File: src/rtl/hsmacl_pkg.sv
package hsmacl_pkg;
  localparam int unsigned RIDX_W = 4;

  // Fixed field positions of the decoded word
  localparam int unsigned OPC_LSB   = 20;
  localparam logic [7:0]  OPC_VALUE = 8'h14;
  localparam int unsigned FIX1_BIT  = 7;
  localparam int unsigned BTOP_BIT  = 6;
  localparam int unsigned ATOP_BIT  = 5;
  localparam int unsigned FIX0_BIT  = 4;
  localparam int unsigned DHI_LSB   = 16;
  localparam int unsigned DLO_LSB   = 12;

  typedef struct packed {
    logic              hit;
    logic              a_top;
    logic              b_top;
    logic [RIDX_W-1:0] hi_idx;
    logic [RIDX_W-1:0] lo_idx;
  } hsmacl_dec_t;
endpackage

File: src/rtl/hsmacl_decode.sv
module hsmacl_decode
  import hsmacl_pkg::*;
#(
  parameter int unsigned WORD_W = 32
) (
  input  logic [WORD_W-1:0] instr,
  output hsmacl_dec_t       dec
);
  logic opc_ok;
  logic fix_ok;

  assign opc_ok = (instr[OPC_LSB +: 8] == OPC_VALUE);
  assign fix_ok = instr[FIX1_BIT] & ~instr[FIX0_BIT];

  always_comb begin
    dec.hit    = opc_ok & fix_ok;
    dec.a_top  = instr[ATOP_BIT];
    dec.b_top  = instr[BTOP_BIT];
    dec.hi_idx = instr[DHI_LSB +: RIDX_W];
    dec.lo_idx = instr[DLO_LSB +: RIDX_W];
  end
endmodule

File: src/rtl/hsmacl_half_sel.sv
module hsmacl_half_sel #(
  parameter int unsigned WORD_W = 32,
  localparam int unsigned HALF_W = WORD_W / 2
) (
  input  logic [WORD_W-1:0] word,
  input  logic              top,
  output logic [HALF_W-1:0] half
);
  function automatic logic [HALF_W-1:0] pick(input logic [WORD_W-1:0] w, input logic t);
    return t ? w[WORD_W-1:HALF_W] : w[HALF_W-1:0];
  endfunction

  assign half = pick(word, top);
endmodule

File: src/rtl/hsmacl_mac.sv
module hsmacl_mac #(
  parameter int unsigned WORD_W = 32,
  localparam int unsigned HALF_W = WORD_W / 2,
  localparam int unsigned ACC_W  = 2 * WORD_W
) (
  input  logic [HALF_W-1:0] op_a,
  input  logic [HALF_W-1:0] op_b,
  input  logic [WORD_W-1:0] acc_hi,
  input  logic [WORD_W-1:0] acc_lo,
  output logic [WORD_W-1:0] prod,
  output logic [WORD_W-1:0] sum_hi,
  output logic [WORD_W-1:0] sum_lo
);
  // Exact signed product of two halfwords fits the word width
  function automatic logic [WORD_W-1:0] smul(input logic [HALF_W-1:0] a, input logic [HALF_W-1:0] b);
    logic signed [WORD_W-1:0] ea;
    logic signed [WORD_W-1:0] eb;
    ea = {{HALF_W{a[HALF_W-1]}}, a};
    eb = {{HALF_W{b[HALF_W-1]}}, b};
    return ea * eb;
  endfunction

  // Sign-extend and add, modulo 2^ACC_W
  function automatic logic [ACC_W-1:0] accum(input logic [WORD_W-1:0] p,
                                             input logic [WORD_W-1:0] hi,
                                             input logic [WORD_W-1:0] lo);
    return {hi, lo} + {{WORD_W{p[WORD_W-1]}}, p};
  endfunction

  logic [ACC_W-1:0] sum;

  assign prod = smul(op_a, op_b);
  assign sum  = accum(prod, acc_hi, acc_lo);
  assign sum_hi = sum[ACC_W-1:WORD_W];
  assign sum_lo = sum[WORD_W-1:0];
endmodule

File: src/rtl/hsmacl_exec.sv
module hsmacl_exec
  import hsmacl_pkg::*;
#(
  parameter int unsigned WORD_W = 32,
  localparam int unsigned HALF_W = WORD_W / 2
) (
  input  logic              clk,
  input  logic              rst_n,
  input  logic [WORD_W-1:0] instr,
  input  logic              cond_ok,
  input  logic [WORD_W-1:0] src_a,
  input  logic [WORD_W-1:0] src_b,
  input  logic [WORD_W-1:0] acc_hi,
  input  logic [WORD_W-1:0] acc_lo,
  output logic [WORD_W-1:0] res_hi,
  output logic [WORD_W-1:0] res_lo,
  output logic [RIDX_W-1:0] dst_hi,
  output logic [RIDX_W-1:0] dst_lo,
  output logic              wr_en
);
  hsmacl_dec_t dec;

  // Named internal events, visible to the checker
  logic              dec_hit;
  logic              commit;
  logic [WORD_W-1:0] mul_prod;
  logic [WORD_W-1:0] sum_hi;
  logic [WORD_W-1:0] sum_lo;

  logic [WORD_W-1:0] srcs [2];
  logic              tops [2];
  logic [HALF_W-1:0] halves [2];

  hsmacl_decode #(.WORD_W(WORD_W)) dec_i (.instr(instr), .dec(dec));

  assign dec_hit = dec.hit;
  assign commit  = dec_hit & cond_ok;

  assign srcs[0] = src_a;
  assign srcs[1] = src_b;
  assign tops[0] = dec.a_top;
  assign tops[1] = dec.b_top;

  for (genvar s = 0; s < 2; s++) begin : g_sel
    hsmacl_half_sel #(.WORD_W(WORD_W)) sel_i (
      .word(srcs[s]),
      .top (tops[s]),
      .half(halves[s])
    );
  end

  hsmacl_mac #(.WORD_W(WORD_W)) mac_i (
    .op_a  (halves[0]),
    .op_b  (halves[1]),
    .acc_hi(acc_hi),
    .acc_lo(acc_lo),
    .prod  (mul_prod),
    .sum_hi(sum_hi),
    .sum_lo(sum_lo)
  );

  always_ff @(posedge clk) begin
    if (!rst_n) begin
      res_hi <= '0;
      res_lo <= '0;
      dst_hi <= '0;
      dst_lo <= '0;
      wr_en  <= 1'b0;
    end else begin
      res_hi <= commit ? sum_hi : acc_hi;
      res_lo <= commit ? sum_lo : acc_lo;
      dst_hi <= dec.hi_idx;
      dst_lo <= dec.lo_idx;
      wr_en  <= commit;
    end
  end
endmodule

File: config.mk
export PLATFORM = sky130hd
export DESIGN_NAME = hsmacl_exec
export DESIGN_NICKNAME = d
export VERILOG_FILES = /design/src/rtl/hsmacl_pkg.sv /design/src/rtl/hsmacl_decode.sv /design/src/rtl/hsmacl_half_sel.sv /design/src/rtl/hsmacl_mac.sv /design/src/rtl/hsmacl_exec.sv
export SDC_FILE = /design/constraint.sdc
export NUM_CORES = 1
export LEC_CHECK = 0
export ABC_AREA = 0
export CELL_PAD_IN_SITES_DETAIL_PLACEMENT = 1
export CELL_PAD_IN_SITES_GLOBAL_PLACEMENT = 1
export CORE_MARGIN = 2
export CORE_UTILIZATION = 50
export DETAILED_ROUTE_END_ITERATION = 16
export DONT_BUFFER_PORTS = 1
export HOLD_SLACK_MARGIN = 0.1
export PLACE_DENSITY = 0.92
export REMOVE_ABC_BUFFERS = 1
export SYNTH_ARGS = -nofsm -noshare
export SYNTH_HDL_FRONTEND = slang
export SYNTH_SLANG_ARGS = --single-unit
File: constraint.sdc
create_clock -name clk -period 12.44 [get_ports clk]
set_input_delay 1.866 -clock clk [delete_from_list [all_inputs] [get_ports clk]]
set_output_delay 1.866 -clock clk [all_outputs]
set_load 0.005 [all_outputs]
==> results of run 1 <==
==> flip-flops by register name (all words and copies together) (netlist names) <==
signal	count
wr_en	1
res_lo	32
res_hi	32
dst_hi	4
dst_lo	4
==> critical path, delay by kind of cell <==
kind / cells / cell delay, ns
and+or+nand+nor: 7 / 1.68
buffers and inverters: 5 / 0.36
AOI/OAI and AO/OA: 11 / 2.91
muxes: 1 / 0.66
xor gates and xnor gates: 1 / 0.10
adders and majority gates: 8 / 3.93
==> cell families (layout without fill, tap and decap cells) <==
kind of cell / count (synthesis) / count (layout) / share of synthesized area
xor+xnor: 78 / 78 / 0.04177
mux: 59 / 59 / 0.03768
buf+inv: 383 / 350 / 0.08755
flops: 73 / 73 / 0.08838
other cells: 0 / 1 / 0
compound gates: 384 / 384 / 0.1493
simple gates: 620 / 620 / 0.1672
fa+ha+maj: 408 / 408 / 0.4281
==> metal layers <==
metal | global-route usage | vias up | wire (um)
li1 | - | 6481 | -
met1 | 0.3647 | 7464 | 20260
met2 | 0.5814 | 696 | 28000
met3 | 0.07474 | 307 | 4026
met4 | 0.2365 | 0 | 4499
met5 | 0 | - | 0
==> cell type report <==
cell class / count / share of cell area
clock inverter: 7 / 0.004843
timing repair buffer: 23 / 0.009975
multi-input combinational: 1549 / 0.7882
sequential: 73 / 0.08443
inverter: 311 / 0.06744
clock buffer: 9 / 0.01301
tap: 442 / 0.03195
antenna: 1 / 0.0001446
==> stage by stage <==
step	utilization	worst slack, ns	hold WS, ns	std cells
finish	0.5320	1.134	1.626	2415
global route	0.5319	0.6808	1.623	2414
CTS	0.5319	1.267	1.621	2414
detailed placement	0.5224	0.9309	1.995	2398
global placement	0.5224	1.466	1.991	2398
floorplan	-	1.764	1.988	1933
==> layout by cell type, fill, tap and decap left out, drive strengths merged, types with 26 or more instances in the layout <==
master	synthesis	final
nor2	205	205
nand3	34	34
mux2	26	26
o21ai	65	65
inv	311	315
mux2i	33	33
xnor2	58	58
ha	145	145
nand2	228	228
a21oi	144	144
a21o	47	47
dfxtp	73	73
fa	263	263
==> path summary, 6_finish.rpt <==
| path | start | end | slack [ns] |
|---|---|---|---|
| setup / recovery | instr[5] | res_hi[27]$_SDFF_PN0_ | 1.13 |
| hold / removal | instr[13] | dst_lo[1]$_SDFF_PN0_ | 1.63 |
==> impl_metrics.py, run 1 <==
metrics = {
    "placed_design": {
        "port_buffers": 0,
        "dp_hpwl_mm": 47.04,
        "place_area_um2": 17000,
        "place_congestion": 0.9163,
    },
    "floorplan": {
        "start_util": 0.5082,
        "core_um2": 32540,
        "std_cell_rows": 66,
        "die_x_um": 185.9,
        "dieArea_um2": 34540,
        "io_pins": 236,
        "die_h_um": 185.9,
    },
    "logic_synthesis": {
        "synth_area_um2": 16530,
        "yosys-top-cells-count": "inv_1, fa_1, nand2_1",
        "async_flop_share": 0,
        "synth_top_area_frac": 0.3184,
        "synth_cells": 2005,
        "synth_cell_type_count": 73,
        "synth.most_common_cell": "inv_1",
        "synthTopCellsByArea": "fa_1, ha_1, dfxtp_1, inv_1, nand2_1",
        "synth_edf_count": 0,
        "synth_seq_cells": 73,
        "ys_warn_count": 0,
        "syn_area_per_cell_um2": 8.247,
        "ys_seq_area_frac": 0.08838,
        "ys.flop_type": "dfxtp_1",
        "synth_area_leader_cell": "fa_1",
    },
    "cts": {
        "htreeDepth": 3,
        "cts_buffer_depth": 2,
        "clock_sinks": 73,
        "post-cts-setup-buffers": 0,
        "clk_pin_slew_ns": 0.07,
        "tritoncts": "yes",
        "root_buffer": "clkbuf_16",
        "ctsResizeCount": 0,
        "cts_buffers": 9,
        "cts_hold_buf": 0,
    },
    "critical_path": {
        "cpPeakStageDelay_ns": 0.69,
        "cpMostUsedCell": "fa_1",
        "cp-end-kind": "register",
        "worst_path_max_delay_cell": "o311ai_1",
        "cp.arrival_ns": 11.54,
        "cp_max_fo": 31,
        "critical_path_class": "primary input to register",
        "critPathRequiredTime_ns": 12.68,
        "start_kind": "primary input",
    },
    "global_route": {
        "first_global_vias": 16894,
        "antenna_found_initial": 1,
        "grt_first_pass_wirelength_mm": 88.83,
        "grtUsageTotal": 0.3360,
        "grt_start_max_net_pins": 71,
        "overflow": 0,
    },
    "sta": {
        "period_needed_ns": 11.31,
        "worst_pin_slew_ns": 1.222,
        "rsz0062_at_grt": "false",
        "setup_viol_count_final": 0,
        "relSlewSlack": 0.1621,
        "maxSlewViolCount": 0,
        "timing.fmax_ghz": 0.08845,
        "fin_crit_sh": 0.9088,
        "hold_violations": 0,
        "final.setup.tns_ns": 0,
    },
    "finish": {
        "drive_gt1_frac": 0.04817,
        "nNetsFinal": 2538,
        "seq_area_um2": 1461,
        "n_fill_cell": 3971,
        "area_growth_pct": 4.684,
        "stdcell_area_um2": 17310,
        "multi_input_area_um2": 13640,
    },
    "route": {
        "via_count": 14948,
        "drtIter0Drc": 811,
        "viasPerCell": 6.190,
        "drc": 0,
        "routed_wl_mm": 56.78,
        "wl_per_cell_um": 23.51,
        "firstDrtPassIters": 7,
        "ant_nets": 0,
    },
    "min_path": {
        "worstHoldPathType": "primary input to register",
        "hold_depth": 1,
    },
    "run": {
        "max-cap-violations": 0,
    },
    "run_status": {
        "status": "finished clean",
    },
}
Power of run 1 is left out: the tool's default activity adds up to more than one toggle a clock period on the data nets, which glitch-free logic cannot reach.
==> run 2: changes to the inputs <==
--- a/config.mk
+++ b/config.mk
@@ -14,6 +14,7 @@
 export DONT_BUFFER_PORTS = 1
 export HOLD_SLACK_MARGIN = 0.1
 export PLACE_DENSITY = 0.92
+export RECOVER_POWER = 25
 export REMOVE_ABC_BUFFERS = 1
 export SYNTH_ARGS = -nofsm -noshare
 export SYNTH_HDL_FRONTEND = slang
==> impl_metrics.py, run 2 (synthesis results as in run 1) <==
metrics = {
    "route": {
        "wl_per_cell_um": 23.51,
        "drc": 0,
        "routed_wl_mm": 56.78,
        "via_count": 14962,
        "firstDrtPassIters": 7,
        "ant_nets": 0,
        "drtIter0Drc": 808,
        "viasPerCell": 6.195,
    },
    "critical_path": {
        "worst_path_max_delay_cell": "o311ai_1",
        "cp-end-kind": "register",
        "critical_path_class": "primary input to register",
        "crit_buf_inv": 5,
        "cp.arrival_ns": 11.55,
        "cpMostUsedCell": "fa_1",
        "cpPeakStageDelay_ns": 0.69,
        "critPathRequiredTime_ns": 12.68,
        "critPathTopFamily": "adder cells",
        "cp_max_fo": 31,
        "start_kind": "primary input",
    },
    "cts": {
        "clock_sinks": 73,
        "ctsResizeCount": 0,
        "root_buffer": "clkbuf_16",
        "tritoncts": "yes",
        "htreeDepth": 3,
        "clk_pin_slew_ns": 0.07,
        "cts_buffers": 9,
        "post-cts-setup-buffers": 0,
        "cts_buffer_depth": 2,
        "cts_hold_buf": 0,
    },
    "sta": {
        "fin_crit_sh": 0.9088,
        "period_needed_ns": 11.31,
        "hold_violations": 0,
        "maxSlewViolCount": 0,
        "rsz0062_at_grt": "false",
        "worst_pin_slew_ns": 1.222,
        "setup_viol_count_final": 0,
        "final.setup.tns_ns": 0,
        "relSlewSlack": 0.1621,
        "timing.fmax_ghz": 0.08845,
    },
    "global_route": {
        "overflow": 0,
        "first_global_vias": 16894,
        "grt_first_pass_wirelength_mm": 88.83,
        "grt_start_max_net_pins": 71,
        "antenna_found_initial": 1,
        "grtUsageTotal": 0.3360,
    },
    "floorplan": {
        "std_cell_rows": 66,
        "io_pins": 236,
        "dieArea_um2": 34540,
        "die_h_um": 185.9,
        "die_x_um": 185.9,
        "start_util": 0.5082,
        "core_um2": 32540,
    },
    "run_status": {
        "status": "finished clean",
    },
    "finish": {
        "top_regs": "res_hi: 32 flops, res_lo: 32 flops",
        "drive_gt1_frac": 0.04817,
        "fin_util": 0.5320,
        "area_growth_pct": 4.684,
        "layout.cells.most_common": "inv_1",
        "nNetsFinal": 2538,
        "instances_no_fill": 2415,
        "mostFrequentLayoutCells": "inv_1, fa_1, nand2_1, nor2_1, ha_1",
    },
    "placed_design": {
        "dp_hpwl_mm": 47.04,
        "place_congestion": 0.9163,
        "dp.cells": 2398,
        "port_buffers": 0,
    },
    "min_path": {
        "worstHoldPathType": "primary input to register",
    },
    "run": {
        "max-cap-violations": 0,
    },
}
## run 2: cell counts in the layout (fill, tap and decap cells not counted)
No cell type changed its count.
## run 2: final cells by class
class	instances	area [um^2]
Antenna cell	1	2.502
Inverter	311	1167
Multi-Input combinational cell	1549	13640
Sequential cell	73	1461
Clock inverter	7	83.83
Tap cell	442	553.0
Fill cell	3971	15230
Timing Repair Buffer	23	172.7
Clock buffer	9	225.2
## run 2: path summary, 6_finish.rpt
| check | startpoint | endpoint | slack, ns | cells after the start |
|---|---|---|---|---|
| worst max-delay path | instr[5] | res_hi[27]$_SDFF_PN0_ | 1.13 | 33 |
| worst min-delay path | instr[13] | dst_lo[1]$_SDFF_PN0_ | 1.63 | 1 |
## run 2: metal layers
| metal | GRT usage | share of wire |
|---|---|---|
| met1 | 0.3647 | 0.36 |
| met2 | 0.5814 | 0.49 |
| met3 | 0.07474 | 0.072 |
| met4 | 0.2365 | 0.079 |
| met5 | 0 | 0 |
## run 2: stage by stage
step	hold WS, ns	instance area (um^2)	worst slack, ns
5_1_grt	1.623	17310	0.6808
3_3_place_gp	1.991	17000	1.466
6_report	1.626	17310	1.134
4_1_cts	1.621	17310	1.267
2_1_floorplan	1.988	16250	1.764
3_5_place_dp	1.995	17000	0.9309
Power of run 2 is left out for the same reason.
==> run 3: changes to the inputs <==
--- a/config.mk
+++ b/config.mk
@@ -5,11 +5,11 @@
 export SDC_FILE = /design/constraint.sdc
 export NUM_CORES = 1
 export LEC_CHECK = 0
-export ABC_AREA = 0
+export ABC_AREA = 1
 export CELL_PAD_IN_SITES_DETAIL_PLACEMENT = 1
 export CELL_PAD_IN_SITES_GLOBAL_PLACEMENT = 1
 export CORE_MARGIN = 2
-export CORE_UTILIZATION = 50
+export CORE_UTILIZATION = 48
 export DETAILED_ROUTE_END_ITERATION = 16
 export DONT_BUFFER_PORTS = 1
 export HOLD_SLACK_MARGIN = 0.1
==> impl_metrics.py, run 3 <==
metrics = {
    "logic_synthesis": {
        "synth_mux_area_frac": 0.001124,
        "synthTopCellsByArea": "fa_1, nand2_1, inv_1, ha_1, dfxtp_1",
        "synth_top_area_frac": 0.2956,
        "synth_cells": 2591,
        "synth_area_leader_cell": "fa_1",
        "synth_fa_ha_area_frac": 0.3974,
        "ys_warn_count": 0,
        "ys_seq_area_frac": 0.08205,
        "synth_cell_type_count": 49,
        "synth_area_um2": 17810,
        "synth_compound_area_frac": 0.09869,
        "yosys.area_share.simple": 0.2603,
        "async_flop_share": 0,
        "syn_area_per_cell_um2": 6.875,
        "yosys-top-cells-count": "nand2_1, inv_1, nor2_1",
        "synth_seq_cells": 73,
        "synth-xor-area-share": 0.02409,
        "synth.most_common_cell": "nand2_1",
        "ys.flop_type": "dfxtp_1",
        "synth_top_family_by_area": "adder cells",
        "synth_edf_count": 0,
    },
    "critical_path": {
        "cpPeakStageDelay_ns": 0.93,
        "cp_max_fo": 30,
        "critical_path_class": "primary input to register",
        "cp.arrival_ns": 11.01,
        "critPathTopFamily": "adder cells",
        "worst_path_max_delay_cell": "fa_1",
        "cpMostUsedCell": "fa_1",
        "start_kind": "primary input",
        "critPathRequiredTime_ns": 12.70,
        "crit_buf_inv": 4,
        "cp-end-kind": "register",
    },
    "placed_design": {
        "dp_hpwl_mm": 58.80,
        "pre_cts_ws_ns": 1.435,
        "port_buffers": 0,
        "place_congestion": 0.9780,
    },
    "sta": {
        "worst_pin_slew_ns": 0.8883,
        "fin_ws_ns": 1.689,
        "rsz0062_at_grt": "false",
        "fin_crit_sh": 0.8643,
        "relSlewSlack": 0.4064,
        "maxSlewViolCount": 0,
        "setup_viol_count_final": 0,
        "final.setup.tns_ns": 0,
        "whs_ns": 1.595,
        "timing.fmax_ghz": 0.09301,
        "hold_violations": 0,
        "period_needed_ns": 10.75,
    },
    "finish": {
        "multi_input_area_um2": 13920,
        "nNetsFinal": 3162,
        "layout.cells.most_common": "nand2_1",
        "antenna_cells": 0,
        "top_regs": "res_hi: 32 flops, res_lo: 32 flops",
        "mostFrequentLayoutCells": "nand2_1, inv_1, nor2_1, fa_1, ha_1",
        "n_fill_cell": 4879,
        "fin_util": 0.5126,
        "seq_area_um2": 1461,
        "drive_gt1_frac": 0.05740,
        "area_growth_pct": 5.353,
    },
    "cts": {
        "clk_pin_slew_ns": 0.07,
        "tritoncts": "yes",
        "clock_sinks": 73,
        "root_buffer": "clkbuf_16",
        "ctsResizeCount": 0,
        "cts_buffer_depth": 2,
        "htreeDepth": 3,
        "post-cts-setup-buffers": 0,
        "cts_buffers": 9,
        "cts_hold_buf": 0,
    },
    "floorplan": {
        "dieArea_um2": 38670,
        "die_h_um": 196.6,
        "core_um2": 36610,
        "std_cell_rows": 70,
        "start_util": 0.4865,
        "io_pins": 236,
        "die_x_um": 196.6,
    },
    "route": {
        "drtIter0Drc": 1024,
        "viasPerCell": 5.712,
        "wl_per_cell_um": 22.19,
        "routed_wl_mm": 67.98,
        "via_count": 17502,
        "drc": 0,
        "ant_nets": 0,
        "firstDrtPassIters": 5,
    },
    "min_path": {
        "hp-start": "instr[18]",
        "whs_endpoint": "dst_hi[2]$_SDFF_PN0_",
        "worstHoldPathType": "primary input to register",
        "hold_depth": 2,
    },
    "global_route": {
        "grt_start_max_net_pins": 74,
        "first_global_vias": 19692,
        "overflow": 0,
        "grt_first_pass_wirelength_mm": 107.4,
        "grtUsageTotal": 0.3618,
        "antenna_found_initial": 0,
    },
    "run_status": {
        "status": "finished clean",
    },
    "run": {
        "max-cap-violations": 0,
    },
}
## run 3: logic make-up after synthesis
group	count (synthesis)
xor+xnor	49
fa+ha+maj	408
mux	2
buf+inv	644
flops	73
compound gates	308
simple gates	1107
## run 3: metal layers
layer  share of wire  global-route usage
met4           0.077              0.2398
met5               0                   0
met1            0.37              0.3951
met2            0.50              0.6542
met3           0.055             0.05253
## run 3: how the worst max path moves through the flow
stage / startpoint / to / depth (start not counted)
after floorplan: instr[5] / res_hi[30]$_SDFF_PN0_ / 32
after global placement: instr[6] / res_hi[0]$_SDFF_PN0_ / 29
after detailed placement: instr[6] / res_hi[0]$_SDFF_PN0_ / 28
after CTS: instr[6] / res_hi[0]$_SDFF_PN0_ / 28
after global routing: instr[6] / res_hi[0]$_SDFF_PN0_ / 28
final: instr[6] / res_hi[0]$_SDFF_PN0_ / 28
## run 3: final cells by class
| type | count | area share |
|---|---|---|
| multi-input combinational | 1874 | 0.7420 |
| inverter | 602 | 0.1204 |
| sequential | 73 | 0.07788 |
| tap | 468 | 0.03120 |
| timing repair buffer | 31 | 0.01240 |
| clock buffer | 9 | 0.01200 |
| clock inverter | 7 | 0.004134 |
## run 3: stage by stage
| stage | std cells | cell area [um^2] |
|---|---|---|
| global placement | 3048 | 18460 |
| floorplan | 2549 | 17640 |
| finish | 3064 | 18770 |
| global route | 3064 | 18770 |
| CTS | 3064 | 18770 |
| detailed placement | 3048 | 18460 |
Power of run 3 is left out for the same reason.
